==> src/rtl/swtlb_pkg.sv <==
package swtlb_pkg;
    localparam int VPN_W = 20;
    localparam int PFN_W = 20;
    localparam int PID_W = 8;
    localparam int N_ENT = 16;
    localparam int IDX_W = $clog2(N_ENT);
    localparam int PERM_W = 3;

    typedef enum logic [1:0] {
        ACC_RD  = 2'd0,
        ACC_WR  = 2'd1,
        ACC_EX  = 2'd2,
        ACC_BAD = 2'd3
    } acc_e;

    typedef enum logic {
        TRAP_IDLE = 1'b0,
        TRAP_PEND = 1'b1
    } trap_st_e;

    typedef struct packed {
        logic              valid;
        logic              lock;
        logic              glob;
        logic [PERM_W-1:0] perm;
        logic [PID_W-1:0]  pid;
        logic [VPN_W-1:0]  vpn;
        logic [PFN_W-1:0]  pfn;
    } tlb_ent_t;
endpackage

==> src/rtl/swtlb_match.sv <==
module swtlb_match
    import swtlb_pkg::*;
(
    input  tlb_ent_t [N_ENT-1:0] ents,
    input  logic [VPN_W-1:0]     vpn,
    input  logic [PID_W-1:0]     pid,
    output logic                 found,
    output tlb_ent_t             sel
);
    logic [N_ENT-1:0] hitv;

    genvar g;
    generate
        for (g = 0; g < N_ENT; g++) begin : g_cmp
            assign hitv[g] = ents[g].valid && (ents[g].vpn == vpn) &&
                             (ents[g].glob || (ents[g].pid == pid));
        end
    endgenerate

    // lowest matching slot wins; software keeps matches unique
    always_comb begin
        found = |hitv;
        sel   = '0;
        for (int i = N_ENT - 1; i >= 0; i--) begin
            if (hitv[i]) sel = ents[i];
        end
    end
endmodule

==> src/rtl/swtlb_victim.sv <==
module swtlb_victim
    import swtlb_pkg::*;
(
    input  logic [N_ENT-1:0] pinned,
    input  logic [IDX_W-1:0] ptr,
    output logic             any_free,
    output logic [IDX_W-1:0] victim
);
    always_comb begin
        any_free = ~&pinned;
        victim   = ptr;
        // scan backwards so the nearest free slot from ptr is kept
        for (int k = N_ENT - 1; k >= 0; k--) begin
            if (!pinned[(int'(ptr) + k) % N_ENT])
                victim = IDX_W'((int'(ptr) + k) % N_ENT);
        end
    end
endmodule

==> src/rtl/swtlb_top.sv <==
module swtlb_top
    import swtlb_pkg::*;
(
    input  logic              clk,
    input  logic              rst_n,
    input  logic              lk_valid,
    input  logic [VPN_W-1:0]  lk_vpn,
    input  logic [1:0]        lk_acc,
    input  logic [PID_W-1:0]  lk_pid,
    output logic              lk_hit,
    output logic [PFN_W-1:0]  lk_frame,
    output logic              lk_prot_fault,
    output logic              miss_trap,
    output logic [VPN_W-1:0]  miss_vpn,
    input  logic              wr_en,
    input  logic              wr_use_idx,
    input  logic [IDX_W-1:0]  wr_idx,
    input  logic [VPN_W-1:0]  wr_vpn,
    input  logic [PFN_W-1:0]  wr_frame,
    input  logic [PID_W-1:0]  wr_pid,
    input  logic [PERM_W-1:0] wr_perm,
    input  logic              wr_global,
    input  logic              wr_lock,
    output logic              wr_reject,
    input  logic              flush
);
    tlb_ent_t [N_ENT-1:0] ent_q;
    logic [IDX_W-1:0]     rr_q;
    logic [VPN_W-1:0]     miss_vpn_q;
    logic                 rej_q;
    trap_st_e             st_q, st_d;

    logic                 found, allowed, miss;
    tlb_ent_t             sel;
    logic [N_ENT-1:0]     pinned;
    logic                 any_free;
    logic [IDX_W-1:0]     vic_idx, fill_idx;
    logic                 fill_ok, fill_rr;
    tlb_ent_t             new_ent;

    swtlb_match u_match (
        .ents  (ent_q),
        .vpn   (lk_vpn),
        .pid   (lk_pid),
        .found (found),
        .sel   (sel)
    );

    genvar g;
    generate
        for (g = 0; g < N_ENT; g++) begin : g_pin
            assign pinned[g] = ent_q[g].lock;
        end
    endgenerate

    swtlb_victim u_victim (
        .pinned   (pinned),
        .ptr      (rr_q),
        .any_free (any_free),
        .victim   (vic_idx)
    );

    // lookup path
    always_comb begin
        unique case (acc_e'(lk_acc))
            ACC_RD:  allowed = sel.perm[0];
            ACC_WR:  allowed = sel.perm[1];
            ACC_EX:  allowed = sel.perm[2];
            ACC_BAD: allowed = 1'b0;
        endcase
    end

    assign lk_hit        = lk_valid && found && allowed;
    assign lk_prot_fault = lk_valid && found && !allowed;
    assign lk_frame      = lk_hit ? sel.pfn : '0;
    assign miss          = lk_valid && !found;

    // fill path
    assign fill_rr  = wr_en && !wr_use_idx;
    assign fill_ok  = wr_en && (wr_use_idx || any_free);
    assign fill_idx = wr_use_idx ? wr_idx : vic_idx;

    always_comb begin
        new_ent       = '0;
        new_ent.valid = 1'b1;
        new_ent.lock  = wr_lock;
        new_ent.glob  = wr_global;
        new_ent.perm  = wr_perm;
        new_ent.pid   = wr_pid;
        new_ent.vpn   = wr_vpn;
        new_ent.pfn   = wr_frame;
    end

    always_ff @(posedge clk) begin
        if (!rst_n) begin
            ent_q <= '0;
        end else begin
            for (int i = 0; i < N_ENT; i++) begin
                if (fill_ok && (int'(fill_idx) == i))
                    ent_q[i] <= new_ent;
                else if (flush && !ent_q[i].lock)
                    ent_q[i].valid <= 1'b0;
            end
        end
    end

    always_ff @(posedge clk) begin
        if (!rst_n) begin
            rr_q  <= '0;
            rej_q <= 1'b0;
        end else begin
            rej_q <= fill_rr && !any_free;
            if (fill_rr && any_free) rr_q <= vic_idx + 1'b1;
        end
    end

    // trap controller: state register
    always_ff @(posedge clk) begin
        if (!rst_n) begin
            st_q       <= TRAP_IDLE;
            miss_vpn_q <= '0;
        end else begin
            st_q <= st_d;
            if (st_q == TRAP_IDLE && miss) miss_vpn_q <= lk_vpn;
        end
    end

    // trap controller: next state
    always_comb begin
        st_d = st_q;
        unique case (st_q)
            TRAP_IDLE: if (miss)    st_d = TRAP_PEND;
            TRAP_PEND: if (fill_ok) st_d = TRAP_IDLE;
        endcase
    end

    // trap controller: outputs
    always_comb begin
        miss_trap = (st_q == TRAP_PEND);
        miss_vpn  = miss_vpn_q;
        wr_reject = rej_q;
    end
endmodule

==> config.mk <==
export PLATFORM = sky130hd
export DESIGN_NAME = swtlb_top
export DESIGN_NICKNAME = d
export VERILOG_FILES = /design/src/rtl/swtlb_pkg.sv /design/src/rtl/swtlb_match.sv /design/src/rtl/swtlb_victim.sv /design/src/rtl/swtlb_top.sv
export SDC_FILE = /design/constraint.sdc
export NUM_CORES = 2
export LEC_CHECK = 0
export CAP_MARGIN = 10
export CELL_PAD_IN_SITES_DETAIL_PLACEMENT = 1
export CELL_PAD_IN_SITES_GLOBAL_PLACEMENT = 2
export CORE_UTILIZATION = 34
export CTS_BUF_LIST = sky130_fd_sc_hd__clkbuf_4
export CTS_CLUSTER_SIZE = 30
export DETAILED_ROUTE_END_ITERATION = 6
export GPL_ROUTABILITY_DRIVEN = 0
export HOLD_SLACK_MARGIN = 0.15
export PLACE_DENSITY_LB_ADDON = 0.15
export SYNTH_ARGS = -nofsm -noshare
export SYNTH_HDL_FRONTEND = slang
export SYNTH_SLANG_ARGS = --single-unit
export TNS_END_PERCENT = 5
==> constraint.sdc <==
create_clock -name clk -period 6.3 [get_ports clk]
set_input_delay 0.63 -clock clk [delete_from_list [all_inputs] [get_ports clk]]
set_output_delay 0.63 -clock clk [all_outputs]
set_load 0.005 [all_outputs]
### After elaboration in Yosys (flattened, before gate mapping)

Cells that the tools add are included.

| cells by class | value |
|---|---|
| eq/ne operators | 50 |
| add/sub/neg operators | 16 |
| order comparisons | 16 |
| reduce and logical (&&, ||, !) cells | 145 |
| muxes and demuxes | 117 |
| bitwise gates (word level) | 16 |

Operators with widths:

| kind | number |
|---|---|
| 2-to-1 mux 51 bit | 16 |
| equality test 20 bit | 16 |
| equality test 8 bit | 16 |
| < comparator 5 x 6 -> 1 bit (second input constant) | 15 |
| logical AND 1 bit | 73 |
| 2-to-1 mux 4 bit | 17 |
| 2-to-1 mux 1 bit | 65 |
| binary-select mux 1 bit (select 4 bit) | 16 |
| OR reduction 4 bit | 15 |
| adder 4 bit (second input constant) | 8 |
| equality test 4 bit (second input constant) | 8 |
| nonzero test 2 bit | 16 |
| zero test 1 bit | 20 |
| 2-to-1 mux 20 bit | 1 |
| logical OR 1 bit | 17 |
| adder 4 x 3 -> 4 bit (second input constant) | 4 |
| equality test 4 x 3 -> 1 bit (second input constant) | 4 |
| AND reduction 16 bit | 1 |
| OR reduction 16 bit | 1 |
| bitwise AND 1 bit (first input constant) | 15 |
| adder 4 x 1 -> 4 bit (second input constant) | 2 |
| adder 4 x 2 -> 4 bit (second input constant) | 2 |
| equality test 4 x 2 -> 1 bit (second input constant) | 2 |
| < comparator 4 x 5 -> 1 bit (second input constant) | 1 |
| other kinds (8) | 9 |

| storage, ports and cells | value |
|---|---|
| logic and storage cells | 476 |
| output and inout bits | 44 |
| input bits | 93 |
| register bits | 890 |

### Logic depth before layout (Yosys ltp)

| logic depth | value |
|---|---|
| word-level depth | 26 |
| mapped depth | 20 |

### Cells and area by module

From an unflattened synthesis, not the netlist that was laid out.

| second synthesis, totals | value |
|---|---|
| cells, all modules | 5,446 |
| area total of the unflattened synthesis | 46,657.2 um^2 |

Modules (own cells, without submodules):

| module | cells each | area an instance (um^2) | instances | seq. area each (um^2) |
|---|---|---|---|---|
| swtlb_top | 3,122 | 30,879.6 | 1 | 17,817.1 |
| swtlb_match | 2,050 | 13,354.1 | 1 | 0.0 |
| swtlb_victim | 274 | 2,423.6 | 1 | 0.0 |

### Worst setup path after synthesis

Ideal clock, no wire load.

| timing | value |
|---|---|
| path type | input to output |
| from | input port lk_vpn[11] |
| to | output port lk_frame[10] |
| cell stages on the path | 14 |
| setup slack | 1.762 ns |
| arrival time | 3.908 ns |
| path buffers | 4 |
| cell sequence | clkbuf_1 -> clkbuf_1 -> xor2_1 -> nor4_1 -> nand4_1 -> or3_1 -> clkbuf_1 -> a211o_1 -> a2111oi_0 -> o31ai_1 -> a2bb2oi_1 -> nor2b_1 -> buf_2 -> o21a_1 |

| on the way | value |
|---|---|
| word-level cells in the longest chain between the ends | 22 |
| elaborated cells on any way between the ends | 69 |
| classes of those cells | eq/ne (16); mux (18); reduce/logical (35) |

RTL lines:

| element | RTL line | source |
|---|---|---|
| start: declaration | swtlb_top.sv:7 | `input logic [VPN_W-1:0] lk_vpn,` |
| equality test 20 bit | swtlb_match.sv:15 | `assign hitv[g] = ents[g].valid && (ents[g].vpn == vpn) &&` |
| logical AND 1 bit (2 in a row) | swtlb_match.sv:15 |  |
| 2-to-1 mux 51 bit (16 in a row) | swtlb_match.sv:25 | `if (hitv[i]) sel = ents[i];` |
| case mux 1 bit (4 select lines) | swtlb_top.sv:65 | `unique case (acc_e'(lk_acc))` |
| logical AND 1 bit (*) | swtlb_top.sv:73 | `assign lk_hit = lk_valid && found && allowed;` |
| net lk_hit | swtlb_top.sv:10 | `output logic lk_hit,` |
| 2-to-1 mux 20 bit (*) | swtlb_top.sv:75 | `assign lk_frame = lk_hit ? sel.pfn : '0;` |
| end: declaration | swtlb_top.sv:11 | `output logic [PFN_W-1:0] lk_frame,` |

The timed path passes the listed nets; every way through them passes the cells marked *.

### Worst setup path in the final report

| timing | value |
|---|---|
| from | register ent_q[315] (netlist bit) |
| to | output port lk_frame[3] |

| on the way | value |
|---|---|
| word-level cells in the longest chain between the ends | 12 |
| elaborated cells on any way between the ends | 14 |
| classes of those cells | eq/ne (1); mux (8); reduce/logical (5) |

RTL lines:

| element | RTL line | source |
|---|---|---|
| start: declaration | swtlb_top.sv:27 | `tlb_ent_t [N_ENT-1:0] ent_q;` |
| start signal: indexed assignment | swtlb_top.sv:100 | `ent_q[i] <= new_ent;` |
| equality test 8 bit (*) | swtlb_match.sv:16 | `(ents[g].glob \|\| (ents[g].pid == pid));` |
| logical OR 1 bit (*) | swtlb_match.sv:16 |  |
| logical AND 1 bit (*) | swtlb_match.sv:15 |  |
| 2-to-1 mux 51 bit (6 in a row) | swtlb_match.sv:25 |  |
| case mux 1 bit (4 select lines) | swtlb_top.sv:65 |  |
| logical AND 1 bit | swtlb_top.sv:73 |  |
| 2-to-1 mux 20 bit (*) | swtlb_top.sv:75 |  |

Every way passes the cells marked *; elsewhere a longest branch is shown, timed or not.

==> results.yml <==
final_layout:
  final_layout_size_suffix_gt1_share_pct: 13.6
  nNetsFinal: 4976
  syn_to_final_growth_pct: 15.1
  nFillCells: 14397
worst_setup_path:
  crit_required_ns: 5.67
  endpoint_kind: "output pin"
  worstPathMaxFanout: 19
  worstPathArrival_ns: 5.53
  setup.worst_path.start_class: "flip-flop"
  crit_type: "flip-flop to output pin"
synth:
  synth-seq-cells: 890
  ys_types: 76
  ys_seq_area_share_pct: 40.9
  syn-num-nets: 4776
  async_flop_share_pct: 0
  synth_area_mm2: 0.0435
  postSynthAreaPerCell_um2: 9.31
  ys_warn_count: 0
  synthFlopType: "dfxtp_1"
  synth_cells: 4675
  synth_edf_count: 0
cts:
  post_cts_buffers: 0
  clockBufferDepth: 4
  cts_tree: "done"
  clk_latency_ns: 1.26
  cts.clk_slew.worst_paths_ns: 0.07
  cts_made_buffers: 277
  cts.sinks: 890
  h-tree-depth: 5
  root_buffer: "clkbuf_4"
die:
  coreArea_mm2: 0.126
  start_util_pct: 34.5
  fp.dieW_um: 360
  die_y_um: 360
  ios: 137
  die_area_mm2: 0.130
  rows: 130
power:
  combPwrFrac_pct: 9.1
  seqPwrFrac_pct: 47.2
  switchingPower_mw: 3.36
  switching_share_pct: 27.4
  ir_drop_uv: 200
  power.internal_mw: 8.89
  pwr-share-clk_pct: 43.7
  leakage_nw: 25.6
  powerDensity_mw_per_mm2: 245
  p_total_mw: 12.3
global_route:
  grt_max_degree: 143
  grt_pass1_wl_um: 238000
  antenna_found_initial: 8
  track_usage_pct: 24.5
  gr-total-overflow: 0
  grt_pass1_vias: 36327
sta:
  skew_ns: 0.0891
  setup_viol: 0
  hold_violations: 0
  fmax_mhz: 162
  final.min_clock_period_ns: 6.16
  final_max_slew_viol_count: 0
  final.setup.tns_ns: 0
  slew_headroom_pct: 16.6
  worst_pin_slew_ns: 1.25
  finalCritPeriodShare_pct: 97.8
  grt_setup_unrepaired: "false"
routing:
  antenna_left: 0
  dr.pass1.iters: 5
  avgViaCountPerCell: 5.21
  first_iter_violations: 1988
  wire_per_inst_um: 24.0
  routed_wl_um: 160000
  num_vias: 34720
  drc: 0
place:
  port_buffers: 136
  hpwl_um: 102000
job:
  maxCapViolCount: 0
outcome:
  outcome: "finished clean"
worst_hold_path:
  min_path_type: "input pin to flip-flop"
==> logic make-up (layout without fill, tap and decap cells) <==
group | count (synthesis) | in the layout | share of synthesized area, %
compound gates | 409 | 409 | 6.24
buf+inv | 451 | 790 | 4.80
other cells | 0 | 5 | 0
mux | 1028 | 1028 | 24.6
simple gates | 1427 | 1427 | 13.8
xor+xnor | 462 | 462 | 9.40
fa+ha+maj | 8 | 8 | 0.230
flops | 890 | 890 | 40.9
==> area by class of cell <==
class / count / area (µm²) / share of cell area, %
Multi-Input combinational cell: 3334 / 23800 / 47.5
Sequential cell: 890 / 17800 / 35.6
Timing Repair Buffer: 323 / 3220 / 6.43
Clock buffer: 380 / 2850 / 5.69
Tap cell: 1650 / 2060 / 4.12
Inverter: 49 / 184 / 0.367
Clock inverter: 38 / 171 / 0.342
Antenna cell: 5 / 12.5 / 0.0250
==> stage by stage <==
step / area [µm²] / hold slack [ns] / instances / setup WS, ns / utilization (%)
floorplan: 43500 / 0.434 / 4675 / 1.76 / -
global route: 50100 / 0.245 / 6667 / 0.00465 / 39.6
CTS: 50100 / 0.162 / 6664 / 0.00463 / 39.6
detailed placement: 47000 / 0.451 / 6241 / 0.174 / 37.2
global placement: 47000 / 0.441 / 6241 / 0.193 / 37.2
finish: 50100 / 0.300 / 6669 / 0.140 / 39.6
==> cell usage after synthesis, drive strengths merged, types with 29 or more instances <==
master,number,area [µm²]
a21oi,75,379
buf,136,908
clkbuf,266,998
dfxtp,890,17800
inv,48,180
mux2i,980,9820
mux4,32,721
nand2,1024,3890
nand4,44,275
nor2,149,559
nor3,29,145
nor4,95,594
o21ai,141,713
xnor2,52,500
xor2,410,3590
==> routing by layer <==
layer / wire, µm / GRT usage [%] / vias up
li1: - / - / 16388
met1: 78600 / 34.1 / 17357
met2: 70600 / 37.9 / 756
met3: 7650 / 4.92 / 217
met4: 3410 / 7.52 / 2
met5: 7 / 0 / -
==> critical path, stage by stage, from the launching register on <==
cell,delay (ns)
dfxtp_1,0.32
xor2_1,0.16
nor4_1,0.94
a21oi_1,0.48
nor3_1,0.26
buf_4,0.21
nand2_1,0.08
inv_1,0.07
a221oi_1,0.07
nor3_1,0.20
or4_1,0.14
a2bb2oi_1,0.22
nor2b_4,0.24
buf_12,0.18
o21a_1,0.19
clkdlybuf4s50_1,0.51
==> power by group through the flow <==
stage	Combinational, mW	Sequential (mW)	Clock, mW
CTS	1.12	5.79	5.56
global placement	1.11	5.91	0
floorplan	0.680	5.89	0
finish	1.11	5.79	5.35
detailed placement	1.12	5.91	0
global route	1.19	5.79	5.87
==> cells in the final DEF (no fill, tap or decap), types with 44 or more instances in the layout <==
master           netlist  layout
dfxtp_1              890     890
nand4_1               44      44
xnor2_1               46      46
clkbuf_4               0     380
buf_4                 40     147
nor2_1               149     147
nand2_1             1012    1012
o21ai_0              131     131
nor4_1                95      88
mux2i_1              979     979
clkdlybuf4s50_1        0     135
a21oi_1               74      74
xor2_1               410     410
==> repair_timing <==
item | in CTS | in global routing
hold buffers | 5 | 0
hold endpoints to repair | 170 | 0
endpoints found under the setup margin | 21 | 20
gates resized for setup | 4 | 6
pin swaps | 1 | 2
==> state kept, by name (all words and copies together) (netlist names) <==
name       count
miss_trap      1
wr_reject      1
ent_q        864
rr_q           4
miss_vpn      20
==> worst paths after layout <==
| kind | startpoint | to | slack, ns | depth (start not counted) |
|---|---|---|---|---|
| setup reg to reg | rr_q[0] | ent_q[555] | 0.46 | 14 |
| hold reg to reg | ent_q[172] | ent_q[172] | 0.46 | 2 |
| hold / removal | lk_vpn[6] | miss_vpn[6] | 0.30 | 4 |
| setup / recovery | ent_q[315] | lk_frame[3] | 0.14 | 15 |
(Power assumes the default switching activity.)
